`src/rtl/pbs_pkg.sv`:
```
package pbs_pkg;
  localparam int NSTEP  = 9;
  localparam int STEP_W = 4;

  localparam logic [STEP_W-1:0] ST_PWR  = 4'd0;
  localparam logic [STEP_W-1:0] ST_ISO  = 4'd1;
  localparam logic [STEP_W-1:0] ST_DRST = 4'd2;
  localparam logic [STEP_W-1:0] ST_ACLK = 4'd3;
  localparam logic [STEP_W-1:0] ST_ARST = 4'd4;
  localparam logic [STEP_W-1:0] ST_ACFG = 4'd5;
  localparam logic [STEP_W-1:0] ST_SRAM = 4'd6;
  localparam logic [STEP_W-1:0] ST_CCLK = 4'd7;
  localparam logic [STEP_W-1:0] ST_CRST = 4'd8;

  typedef enum logic [2:0] {
    PH_START  = 3'd0,
    PH_WAIT   = 3'd1,
    PH_SETTLE = 3'd2,
    PH_DONE   = 3'd3,
    PH_ERR    = 3'd4
  } phase_t;
endpackage

```
`src/rtl/pbs_timer.sv`:
```
module pbs_timer #(
  parameter int CW = 12
) (
  input  logic          clk,
  input  logic          rst,
  input  logic          clr,
  output logic [CW-1:0] cnt
);
  logic [CW-1:0] cnt_q;

  // Saturating up-counter shared by the ack-wait and settle phases.
  always_ff @(posedge clk) begin
    if (rst || clr) begin
      cnt_q <= '0;
    end else if (cnt_q != {CW{1'b1}}) begin
      cnt_q <= cnt_q + CW'(1);
    end
  end

  assign cnt = cnt_q;
endmodule

```
`src/rtl/pbs_fsm.sv`:
```
module pbs_fsm
  import pbs_pkg::*;
#(
  parameter int SETTLE_W    = 8,
  parameter int CW          = 12,
  parameter int ACK_TIMEOUT = 1024,
  parameter int MIN_SETTLE  = 4
) (
  input  logic                clk,
  input  logic                rst,
  input  logic                persist,
  input  logic [SETTLE_W-1:0] settle_len,
  input  logic [NSTEP-1:0]    ack,
  input  logic [CW-1:0]       cnt,
  output logic                tmr_clr,
  output logic [NSTEP-1:0]    rel,
  output logic                done,
  output logic                err
);
  localparam logic [CW-1:0]     TMO_LAST = CW'(ACK_TIMEOUT - 1);
  localparam logic [STEP_W-1:0] LAST     = STEP_W'(NSTEP - 1);

  phase_t             phase_q, phase_d;
  logic [STEP_W-1:0]  step_q, step_d;
  logic [NSTEP-1:0]   rel_q;
  logic               done_q, err_q;
  logic [CW-1:0]      settle_eff, settle_last;

  // Requested settle length floored at MIN_SETTLE.
  assign settle_eff  = (CW'(settle_len) < CW'(MIN_SETTLE)) ? CW'(MIN_SETTLE)
                                                           : CW'(settle_len);
  assign settle_last = settle_eff - CW'(1);

  always_comb begin
    phase_d = phase_q;
    step_d  = step_q;
    tmr_clr = 1'b0;
    unique case (phase_q)
      PH_START: begin
        phase_d = PH_WAIT;
        tmr_clr = 1'b1;
      end
      PH_WAIT: begin
        if (ack[step_q]) begin
          if (step_q == LAST) begin
            phase_d = PH_DONE;
          end else begin
            phase_d = PH_SETTLE;
            tmr_clr = 1'b1;
          end
        end else if (cnt == TMO_LAST) begin
          phase_d = PH_ERR;
        end
      end
      PH_SETTLE: begin
        if (cnt == settle_last) begin
          phase_d = PH_START;
          if (step_q == ST_DRST && !persist) step_d = ST_SRAM;
          else                               step_d = step_q + STEP_W'(1);
        end
      end
      default: begin
      end
    endcase
  end

  always_ff @(posedge clk) begin
    if (rst) begin
      phase_q <= PH_START;
      step_q  <= ST_PWR;
      rel_q   <= '0;
      done_q  <= 1'b0;
      err_q   <= 1'b0;
    end else begin
      phase_q <= phase_d;
      step_q  <= step_d;
      if (phase_q == PH_START) rel_q[step_q] <= 1'b1;
      if (phase_d == PH_DONE)  done_q <= 1'b1;
      if (phase_d == PH_ERR)   err_q  <= 1'b1;
    end
  end

  assign rel  = rel_q;
  assign done = done_q;
  assign err  = err_q;
endmodule

```
`src/rtl/pwr_bringup_seq.sv`:
```
module pwr_bringup_seq
  import pbs_pkg::*;
#(
  parameter int          SETTLE_W    = 8,
  parameter int          ACK_TIMEOUT = 1024,
  parameter int          MIN_SETTLE  = 4,
  parameter logic [31:0] RESET_VEC   = 32'hFF80_0000
) (
  input  logic                clk,
  input  logic                rst,
  input  logic                persist_mode,
  input  logic [SETTLE_W-1:0] settle_len,
  input  logic [NSTEP-1:0]    step_ack,
  output logic                dom_pwr_en,
  output logic                dom_iso_rel,
  output logic                dom_rst_rel,
  output logic                arb_clk_en,
  output logic                arb_rst_rel,
  output logic                arb_cfg_stb,
  output logic                cpu_sram_on,
  output logic                cpu_clk_en,
  output logic                cpu_rst_rel,
  output logic [31:0]         boot_addr,
  output logic                seq_done,
  output logic                seq_err
);
  localparam int TMO_W = $clog2(ACK_TIMEOUT + 1);
  localparam int CW    = ((TMO_W > SETTLE_W) ? TMO_W : SETTLE_W) + 1;

  logic [CW-1:0]    cnt;
  logic             tmr_clr;
  logic [NSTEP-1:0] rel;
  logic             done, err;
  logic             cfg_seen_q;

  pbs_timer #(.CW(CW)) u_timer (
    .clk (clk),
    .rst (rst),
    .clr (tmr_clr),
    .cnt (cnt)
  );

  pbs_fsm #(
    .SETTLE_W    (SETTLE_W),
    .CW          (CW),
    .ACK_TIMEOUT (ACK_TIMEOUT),
    .MIN_SETTLE  (MIN_SETTLE)
  ) u_fsm (
    .clk        (clk),
    .rst        (rst),
    .persist    (persist_mode),
    .settle_len (settle_len),
    .ack        (step_ack),
    .cnt        (cnt),
    .tmr_clr    (tmr_clr),
    .rel        (rel),
    .done       (done),
    .err        (err)
  );

  // The configuration step is a level internally; present its first cycle only.
  always_ff @(posedge clk) begin
    if (rst) cfg_seen_q <= 1'b0;
    else     cfg_seen_q <= rel[ST_ACFG];
  end

  assign dom_pwr_en  = rel[ST_PWR];
  assign dom_iso_rel = rel[ST_ISO];
  assign dom_rst_rel = rel[ST_DRST];
  assign arb_clk_en  = rel[ST_ACLK];
  assign arb_rst_rel = rel[ST_ARST];
  assign arb_cfg_stb = rel[ST_ACFG] & ~cfg_seen_q;
  assign cpu_sram_on = rel[ST_SRAM];
  assign cpu_clk_en  = rel[ST_CCLK];
  assign cpu_rst_rel = rel[ST_CRST];
  assign boot_addr   = done ? RESET_VEC : 32'h0;
  assign seq_done    = done;
  assign seq_err     = err;
endmodule

```
`config.mk`:
```
export PLATFORM = sky130hd
export DESIGN_NAME = pwr_bringup_seq
export DESIGN_NICKNAME = d
export VERILOG_FILES = /design/src/rtl/pbs_pkg.sv /design/src/rtl/pbs_timer.sv /design/src/rtl/pbs_fsm.sv /design/src/rtl/pwr_bringup_seq.sv
export SDC_FILE = /design/constraint.sdc
export NUM_CORES = 1
export LEC_CHECK = 0
export BUFFER_PORTS_ARGS = -buffer_cell sky130_fd_sc_hd__buf_2
export CAP_MARGIN = 10
export CORE_UTILIZATION = 47
export DETAILED_ROUTE_END_ITERATION = 10
export PLACE_DENSITY = 0.77
export SLEW_MARGIN = 0
export SYNTH_ARGS = -nofsm -noshare
export SYNTH_HDL_FRONTEND = slang
export SYNTH_SLANG_ARGS = --single-unit
```
`constraint.sdc`:
```
create_clock -name clk -period 2.9 [get_ports clk]
set_input_delay 0.29 -clock clk [delete_from_list [all_inputs] [get_ports clk]]
set_output_delay 0.29 -clock clk [all_outputs]
set_load 0.02 [all_outputs]
```
After elaboration in Yosys (flattened, before gate mapping)
Index checks and enable logic that the tools add are counted.
- add/sub/neg operators: 3
- equal/unequal tests: 9
- mux-type cells: 15
- divide/modulo/power cells: 0
- magnitude comparators: 3
- shift operators: 0
- bitwise logic cells: 3
- reduce and logical (&&, ||, !) cells: 6
- $mul: 0
- operators with widths (cell ; count):
    32-bit 2-to-1 mux ; 1
    12-bit by 1-bit adder with 12-bit output (second input constant) ; 1
    12-bit by 10-bit equality test with 1-bit output (second input constant) ; 1
    12-bit equality test ; 1
    12-bit != test (second input constant) ; 1
    12-bit by 1-bit subtractor with 12-bit output (second input constant) ; 1
    3-bit 2-to-1 mux ; 3
    9-bit OR ; 1
    3-bit one-hot mux with 3 select lines ; 1
    8-bit by 3-bit less-than comparator with 1-bit output (second input constant) ; 1
    8-bit 2-to-1 mux ; 1
    3-bit by 2-bit equality test with 1-bit output (second input constant) ; 2
    4-bit by 5-bit less-than comparator with 1-bit output (second input constant) ; 1
    1-bit 2-to-1 mux ; 5
    4-bit by 1-bit adder with 4-bit output (second input constant) ; 1
    1-bit binary-select mux with 4-bit select ; 1
    1-bit demux with 4-bit select ; 1
    4-bit by 2-bit equality test with 1-bit output (second input constant) ; 1
    4-bit equality test (second input constant) ; 1
    4-bit by 1-bit greater-or-equal comparator with 1-bit output (second input constant) ; 1
    4-bit 2-to-1 mux ; 1
    3-bit by 1-bit equality test with 1-bit output (second input constant) ; 1
    3-bit equality test (second input constant) ; 1
    3-bit zero test ; 1
    other kinds (7) ; 8
- memories kept: 0
- bits in writable memories: 0
- input bits: 20
- latch bits: 0
- flip-flop bits (word level): 31
- memory bits (read-only): 0
- word-level logic and storage cells: 46
- output and inout bits: 43

Depth between registers and ports, before layout
Gate-level depths: netlist of run 1.
- depth in word-level cells: 7
- gate-level depth with buffers: 11
- gate-level depth less buffers: 10

Hierarchy
From an unflattened synthesis of run 1, not the netlist that was laid out.
- cell total of the unflattened synthesis: 253
- area total of the unflattened synthesis: 2112.0 µm²
- modules (own cells, without submodules) (module ; instances ; seq. area each (µm²) ; cells each ; area an instance (µm²)):
    pbs_fsm ; 1 ; 360.3 ; 152 ; 1246.2
    pbs_timer ; 1 ; 240.2 ; 65 ; 574.3
    pwr_bringup_seq ; 1 ; 20.0 ; 36 ; 291.5

Least setup slack after synthesis of run 1
No wires, ideal clock.
- kind: input to register
- from: in settle_len[4]
- to: reg u_fsm.step_q[3]
- setup time: 123 ps
- required time: 2777 ps
- stages: 11
- arrival time: 2963 ps
- path buffers: 1
- slack: -187 ps
- path through: clkbuf_1 > nor4_1 > nand2_1 > nand2_1 > ha_1 > or3b_2 > o31ai_1 > and3b_1 > o211ai_2 > nor4_2 > mux2_1
- cells in the longest elaborated chain, start to end: 5
- RTL lines (what ; RTL line ; RTL):
    from (decl) ; pwr_bringup_seq.sv:12 ; input logic [SETTLE_W-1:0] settle_len,
    8-bit by 3-bit less-than comparator with 1-bit output ; pbs_fsm.sv:30 ; assign settle_eff = (CW'(settle_len) < CW'(MIN_SETTLE)) ? CW'(MIN_SETTLE)
    8-bit 2-to-1 mux * ; pbs_fsm.sv:30 ;
    12-bit by 1-bit subtractor with 12-bit output * ; pbs_fsm.sv:32 ; assign settle_last = settle_eff - CW'(1);
    12-bit equality test * ; pbs_fsm.sv:56 ; if (cnt == settle_last) begin
    2-bit AND reduction (no source line) * ; n/a ;
    to (signal assigned) ; pbs_fsm.sv:76 ; step_q <= step_d;
    to (decl) ; pbs_fsm.sv:24 ; logic [STEP_W-1:0] step_q, step_d;
Mark *: on every way between the ends. The rest lies on a longest branch, timed or not.
A chain may end at the register's enable or synchronous reset.

Final worst setup path of run 1
- from: in settle_len[7]
- to: reg u_fsm.step_q[3]
The elaborated chain is that of the path after synthesis.

==> results of run 1 <==
[final cells by class]
cell class,instances,area share [%]
tap,50,2.71
inverter,10,1.63
sequential,31,26.9
clock inverter,2,1.52
multi-input combinational,194,52.9
clock buffer,6,3.58
timing repair buffer,46,10.7
[logic make-up after synthesis]
kind of cell    Yosys count  share of synthesized area [%]
compound gates           52                           18.5
xor+xnor                 14                           6.28
fa+ha+maj                 6                           3.62
buf+inv                  52                           16.0
flops                    31                           29.9
mux                       6                           3.08
other cells               1                          0.181
simple gates             93                           22.4
[synthesized netlist by cell type, types with 3 or more instances]
cell      count
nor3_1        8
nand4_1       7
nand3_1       8
a31oi_1       5
nand2_1      13
a211oi_1      3
xor2_1        6
nor2b_1       4
o211ai_1      3
dfxtp_1      31
buf_4        34
mux2i_1       3
a21oi_1      14
nor2_1       36
ha_1          6
o31ai_1       5
and2_1        3
clkbuf_1      5
xnor2_1       7
inv_1        10
o21ai_0       3
[routing by layer]
metal	up-vias	track usage [%]	part of all wire, %	wire length, µm
li1	910	-	-	-
met1	831	25.1	47	1980
met2	62	30.5	47	1980
met3	7	3.33	4.7	200
met4	0	10.4	1.7	72
met5	-	0	0	0
[worst min-delay path by stage]
stage / start / slack, ns / endpoint / cells after the start
5_1_grt: rst / 0.41 / u_fsm.rel[1] / 2
6_report: rst / 0.39 / u_fsm.rel[1] / 2
2_1_floorplan: u_fsm.rel[5] / 0.45 / u_fsm.rel[5] / 2
3_3_place_gp: u_fsm.rel[8] / 0.45 / u_fsm.rel[8] / 2
3_5_place_dp: u_fsm.rel[1] / 0.45 / u_fsm.rel[1] / 2
4_1_cts: rst / 0.38 / u_fsm.rel[7] / 2
[registers in the layout (all words and copies together), names as in the netlist]
| register | flops |
|---|---|
| u_timer.cnt | 12 |
| u_fsm.phase_q | 3 |
| cfg_seen_q | 1 |
| u_fsm.rel | 9 |
| u_fsm.err | 1 |
| u_fsm.done | 1 |
| u_fsm.step_q | 4 |
[critical path: cells and delay by family]
kind                     cells  cell delay, ns
buffers and inverters        1            0.12
multiplexers                 1            0.34
adder cells (fa/ha/maj)      1            0.17
AO/OA/AOI/OAI                2            0.36
AND/OR/NAND/NOR              6            1.49
[power by group through the flow]
stage                     Clock, mW  Combinational [mW]  Sequential (mW)
after floorplan                   0               0.152            0.455
after global placement            0               0.163            0.454
after detailed placement          0               0.165            0.455
after CTS                     0.452               0.166            0.445
after global routing          0.468               0.185            0.447
final                         0.441               0.166            0.445
==> flow_summary.json, run 1 <==
{
  "cts_setup_buffers": 0,
  "dp.cells": 331,
  "root_buffer": "clkbuf_8",
  "synth_area_leaders": "dfxtp_1 30%, buf_4 12%, nor2_1 6.5%, ha_1 3.6%, a21oi_1 3.4%",
  "fillerInstances": 401,
  "status": "finished, final reports clean",
  "syn_inst": 255,
  "drt-total-wl_mm": 4.23,
  "place_hpwl_mm": 3.19,
  "hold_viol_final": 0,
  "synth_warnings": 0,
  "via_per_inst": 5.34,
  "leakagePower_nw": 0.986,
  "place.port_buffers": 39,
  "core_area_um2": 4120,
  "rr_startpoint": "u_timer.cnt[0]",
  "cp.arrival_ns": 2.77,
  "p_comb_share_pct": 15.8,
  "cts_resized": 0,
  "clock_power_share_pct": 41.9,
  "gp_congestion": 0.842,
  "htreeDepth": 2,
  "synth_edf_count": 0,
  "multi_input_area_um2": 1220,
  "cts_tree": "done",
  "ys_async_sr_fraction_pct": 0,
  "hold_buffers": 0,
  "fin_util_pct": 56.0,
  "maxCapViolCount": 0,
  "diodes": 0,
  "grt_pass1_vias": 1510,
  "start_kind": "primary input",
  "path_max_fanout": 3,
  "ant_nets": 0,
  "ys_seq_elements": 31,
  "p_per_area_nw_per_um2": 457,
  "max-clock-path-buffers": 2,
  "drt_first_pass_iters": 4,
  "wl_per_cell_um": 12.5,
  "area_delta_synth_final_pct": 11.2,
  "yosysTopAreaCellShare_pct": 29.9,
  "critPathKind": "in -> reg",
  "vdd_drop_max_uv": 269,
  "fp.dieW_um": 68.4,
  "clock.fmax_ghz": 0.385,
  "clock_skew_ns": 0.00958,
  "layout_commonest_cell": "buf_2",
  "drtIter0Drc": 115,
  "synth_area_um2": 2070,
  "die_h_um": 68.4,
  "worst_slack_ns": 0.304,
  "tightest_slew_ns": 0.494,
  "fp-row-count": 23,
  "crit_path_start": "settle_len[7]",
  "setup_viol": 0,
  "grt_use_total_pct": 19.4,
  "crit_chain": "buf_2 > nor4_4 > nand2_1 > nand2_1 > ha_1 > or3b_2 > o31ai_1 > and3b_1 > o211ai_2 > nor4_2 > mux2_1",
  "swShare_pct": 27.1,
  "die_area_um2": 4680,
  "finalPower_mw": 1.05,
  "synth_area_leader_cell": "dfxtp_1",
  "r2r_slack_ns": 0.83,
  "start_util_pct": 50.4,
  "final_layout_size_suffix_gt1_share_pct": 22.8,
  "seqCellArea_um2": 621,
  "grt_pass1_wl_mm": 6.66,
  "drcViolationCount": 0,
  "nets": 314,
  "slowest_stage": "or3b_2",
  "reg2reg_to": "u_timer.cnt[5]",
  "final_cell_count_no_fill": 339,
  "pre_cts_slack_ns": 0.0118,
  "tns_ns": 0,
  "slew_headroom_pct": 66.8,
  "pwr-share-seq_pct": 42.3,
  "slowest_delay_ns": 0.47,
  "grt_max_degree": 21,
  "ys.flop_type": "dfxtp_1",
  "holdWs_ns": 0.392,
  "grt_overflow": 0,
  "ys_seq_area_share_pct": 29.9,
  "rsz0062_at_grt": "false",
  "place_area_um2": 2190,
  "drv_slew": 0,
  "layout_common_cells": "39 x buf_2, 36 x nor2_1, 31 x dfxtp_1",
  "cts.sinks": 31,
  "cp_data_required_time_ns": 3.08,
  "endpoint_kind": "flop",
  "endpoint": "u_fsm.step_q[3]",
  "reg2reg_depth": 7,
  "min_path_type": "in -> reg",
  "timing.critical_path.mode_cell": "nand2_1",
  "synth_area_per_cell_um2": 8.13,
  "cts.clk_slew.worst_paths_ns": 0.07,
  "insertion_delay_ns": 0.29,
  "io_pins": 63,
  "min_period_ns": 2.60,
  "cts_made_buffers": 5,
  "period_share_pct": 89.5,
  "synth_cell_type_count": 56,
  "final_cell_area_um2": 2300,
  "vias": 1810,
  "p_int_mw": 0.767,
  "antenna_found_initial": 0,
  "power.switching_mw": 0.286
}
Power figures use the tool's default switching activity.
==> run 2: changes to the inputs <==
--- a/config.mk
+++ b/config.mk
@@ -7,9 +7,9 @@
 export LEC_CHECK = 0
 export BUFFER_PORTS_ARGS = -buffer_cell sky130_fd_sc_hd__buf_2
 export CAP_MARGIN = 10
-export CORE_UTILIZATION = 47
+export CORE_UTILIZATION = 55
 export DETAILED_ROUTE_END_ITERATION = 10
-export PLACE_DENSITY = 0.77
+export PLACE_DENSITY = 0.85
 export SLEW_MARGIN = 0
 export SYNTH_ARGS = -nofsm -noshare
 export SYNTH_HDL_FRONTEND = slang
==> constraint.sdc (replaced) <==
create_clock -name clk -period 3.13 [get_ports clk]
set_input_delay 0.313 -clock clk [delete_from_list [all_inputs] [get_ports clk]]
set_output_delay 0.313 -clock clk [all_outputs]
set_load 0.02 [all_outputs]
==> run 2 against run 1 <==
  * Count of clock-buffer cells in the layout grew 1
  * Die area down 14%
  * Power fell by 13%
  * First-iteration DRC count is 37% higher
  * Cell area decreased by 2.8%
  * Global-route usage up 3.9 points
  * Critical path depth stayed put
  * Critical path type unchanged
==> flow_summary.json, run 2 (synthesis results as in run 1) <==
{
  "status": "finished, final reports clean",
  "via_per_inst": 5.53,
  "reg2reg_to": "u_timer.cnt[5]",
  "holdWs_ns": 0.404,
  "final_cell_count_no_fill": 331,
  "clock.fmax_ghz": 0.373,
  "place.port_buffers": 39,
  "layout_common_cells": "39 x buf_2, 36 x nor2_1, 31 x dfxtp_1",
  "final_layout_size_suffix_gt1_share_pct": 21.4,
  "cts_made_buffers": 5,
  "grt_pass1_vias": 1578,
  "rsz0062_at_grt": "false",
  "crit_family": "simple AND/OR/NAND/NOR gates",
  "slowest_stage": "or3b_2",
  "insertion_delay_ns": 0.30,
  "grt_max_degree": 21,
  "root_buffer": "clkbuf_8",
  "gp_congestion": 0.883,
  "wl_per_cell_um": 12.8,
  "die_area_um2": 4020,
  "p_per_area_nw_per_um2": 409,
  "cts.sinks": 31,
  "critPathKind": "in -> reg",
  "tightest_slew_ns": 0.562,
  "crit_chain": "buf_2 > nor4_1 > nand2_1 > nand2_1 > ha_1 > or3b_2 > o31ai_1 > and3b_1 > o211ai_2 > nor4_2 > mux2_1",
  "slowest_delay_ns": 0.46,
  "cp_num_cells": 11,
  "diodes": 0,
  "timing.critical_path.mode_cell": "nand2_1",
  "tns_ns": 0,
  "fin_util_pct": 64.6,
  "min_path_type": "in -> reg",
  "period_share_pct": 85.7,
  "path_max_fanout": 4,
  "dp.cells": 323,
  "clock_skew_ns": 0.00989,
  "drtIter0Drc": 158,
  "htreeDepth": 2,
  "critical_path.n_buffers_inverters": 1,
  "cts_tree": "done",
  "slew_headroom_pct": 62.2,
  "min_period_ns": 2.68,
  "vdd_drop_max_uv": 268,
  "rr_startpoint": "u_timer.cnt[0]",
  "largest_reg_flops": 12,
  "grt_overflow": 0,
  "cts_resized": 0,
  "nets": 310,
  "grt_pass1_wl_mm": 7.16,
  "start_util_pct": 59.8,
  "start_kind": "primary input",
  "holdPathStages": 2,
  "die_h_um": 63.4,
  "cp.arrival_ns": 2.86,
  "cts_setup_buffers": 0,
  "cp_data_required_time_ns": 3.31,
  "endpoint": "u_fsm.step_q[3]",
  "grt_use_total_pct": 23.3,
  "drt_first_pass_iters": 6,
  "leakagePower_nw": 0.954,
  "fp.dieW_um": 63.4,
  "ant_nets": 0,
  "hold_viol_final": 0,
  "hold_buffers": 0,
  "io_pins": 63,
  "place_hpwl_mm": 3.17,
  "layout_commonest_cell": "buf_2",
  "reg2reg_depth": 7,
  "maxCapViolCount": 0,
  "vias": 1832,
  "crit_path_start": "settle_len[7]",
  "cts.clk_slew.worst_paths_ns": 0.07,
  "fillerInstances": 303,
  "antenna_found_initial": 0,
  "r2r_slack_ns": 0.75,
  "max-clock-path-buffers": 2,
  "core_area_um2": 3470,
  "drt-total-wl_mm": 4.22,
  "drv_slew": 0,
  "area_delta_synth_final_pct": 8.09,
  "drcViolationCount": 0,
  "endpoint_kind": "flop",
  "setup_viol": 0,
  "fp-row-count": 21
}
[run 2: cell types whose count changed in the layout (fill, tap and decap cells not counted), sizes merged]
cell and change:
clkinvlp +1, buf -4, clkbuf +1, clkinv -1, bufinv -1
[run 2: how the worst min path moves through the flow]
stage,startpoint,end
6_report,rst,u_fsm.rel[5]
5_1_grt,rst,u_fsm.rel[5]
3_5_place_dp,u_fsm.rel[7],u_fsm.rel[7]
3_3_place_gp,u_fsm.rel[2],u_fsm.rel[2]
4_1_cts,rst,u_fsm.rel[5]
2_1_floorplan,u_fsm.rel[5],u_fsm.rel[5]
[run 2: stage by stage]
stage	worst slack (ns)	total power [mW]	cell area [µm²]
floorplan	0.0205	0.562	2160
global placement	0.217	0.566	2140
detailed placement	0.146	0.568	2140
CTS	0.443	0.922	2240
global route	0.235	0.960	2240
finish	0.449	0.916	2240
[run 2: final cells by class]
class                   instances  area [µm²]  area share (%)
multi-input cells             194        1200            53.7
repair buffers                 42         218            9.72
clock buffers                   7        96.3            4.30
well taps                      46        57.6            2.57
clock inverters                 1        7.51           0.335
flip-flops and latches         31         621            27.7
inverters                      10        37.5            1.68
[run 2: power by group]
group | switching, mW | internal, mW | total (mW)
combinational | 0.0994 | 0.0490 | 0.148
sequential | 0.0112 | 0.401 | 0.413
clock | 0.155 | 0.200 | 0.355
total | 0.266 | 0.650 | 0.916
[run 2: layer usage]
layer	track usage (%)	vias to the layer above	share of wire (%)
met1	30.0	840	47
li1	-	905	-
met3	4.53	17	4.9
met4	17.3	0	4.4
met5	0	-	0
met2	34.2	70	44
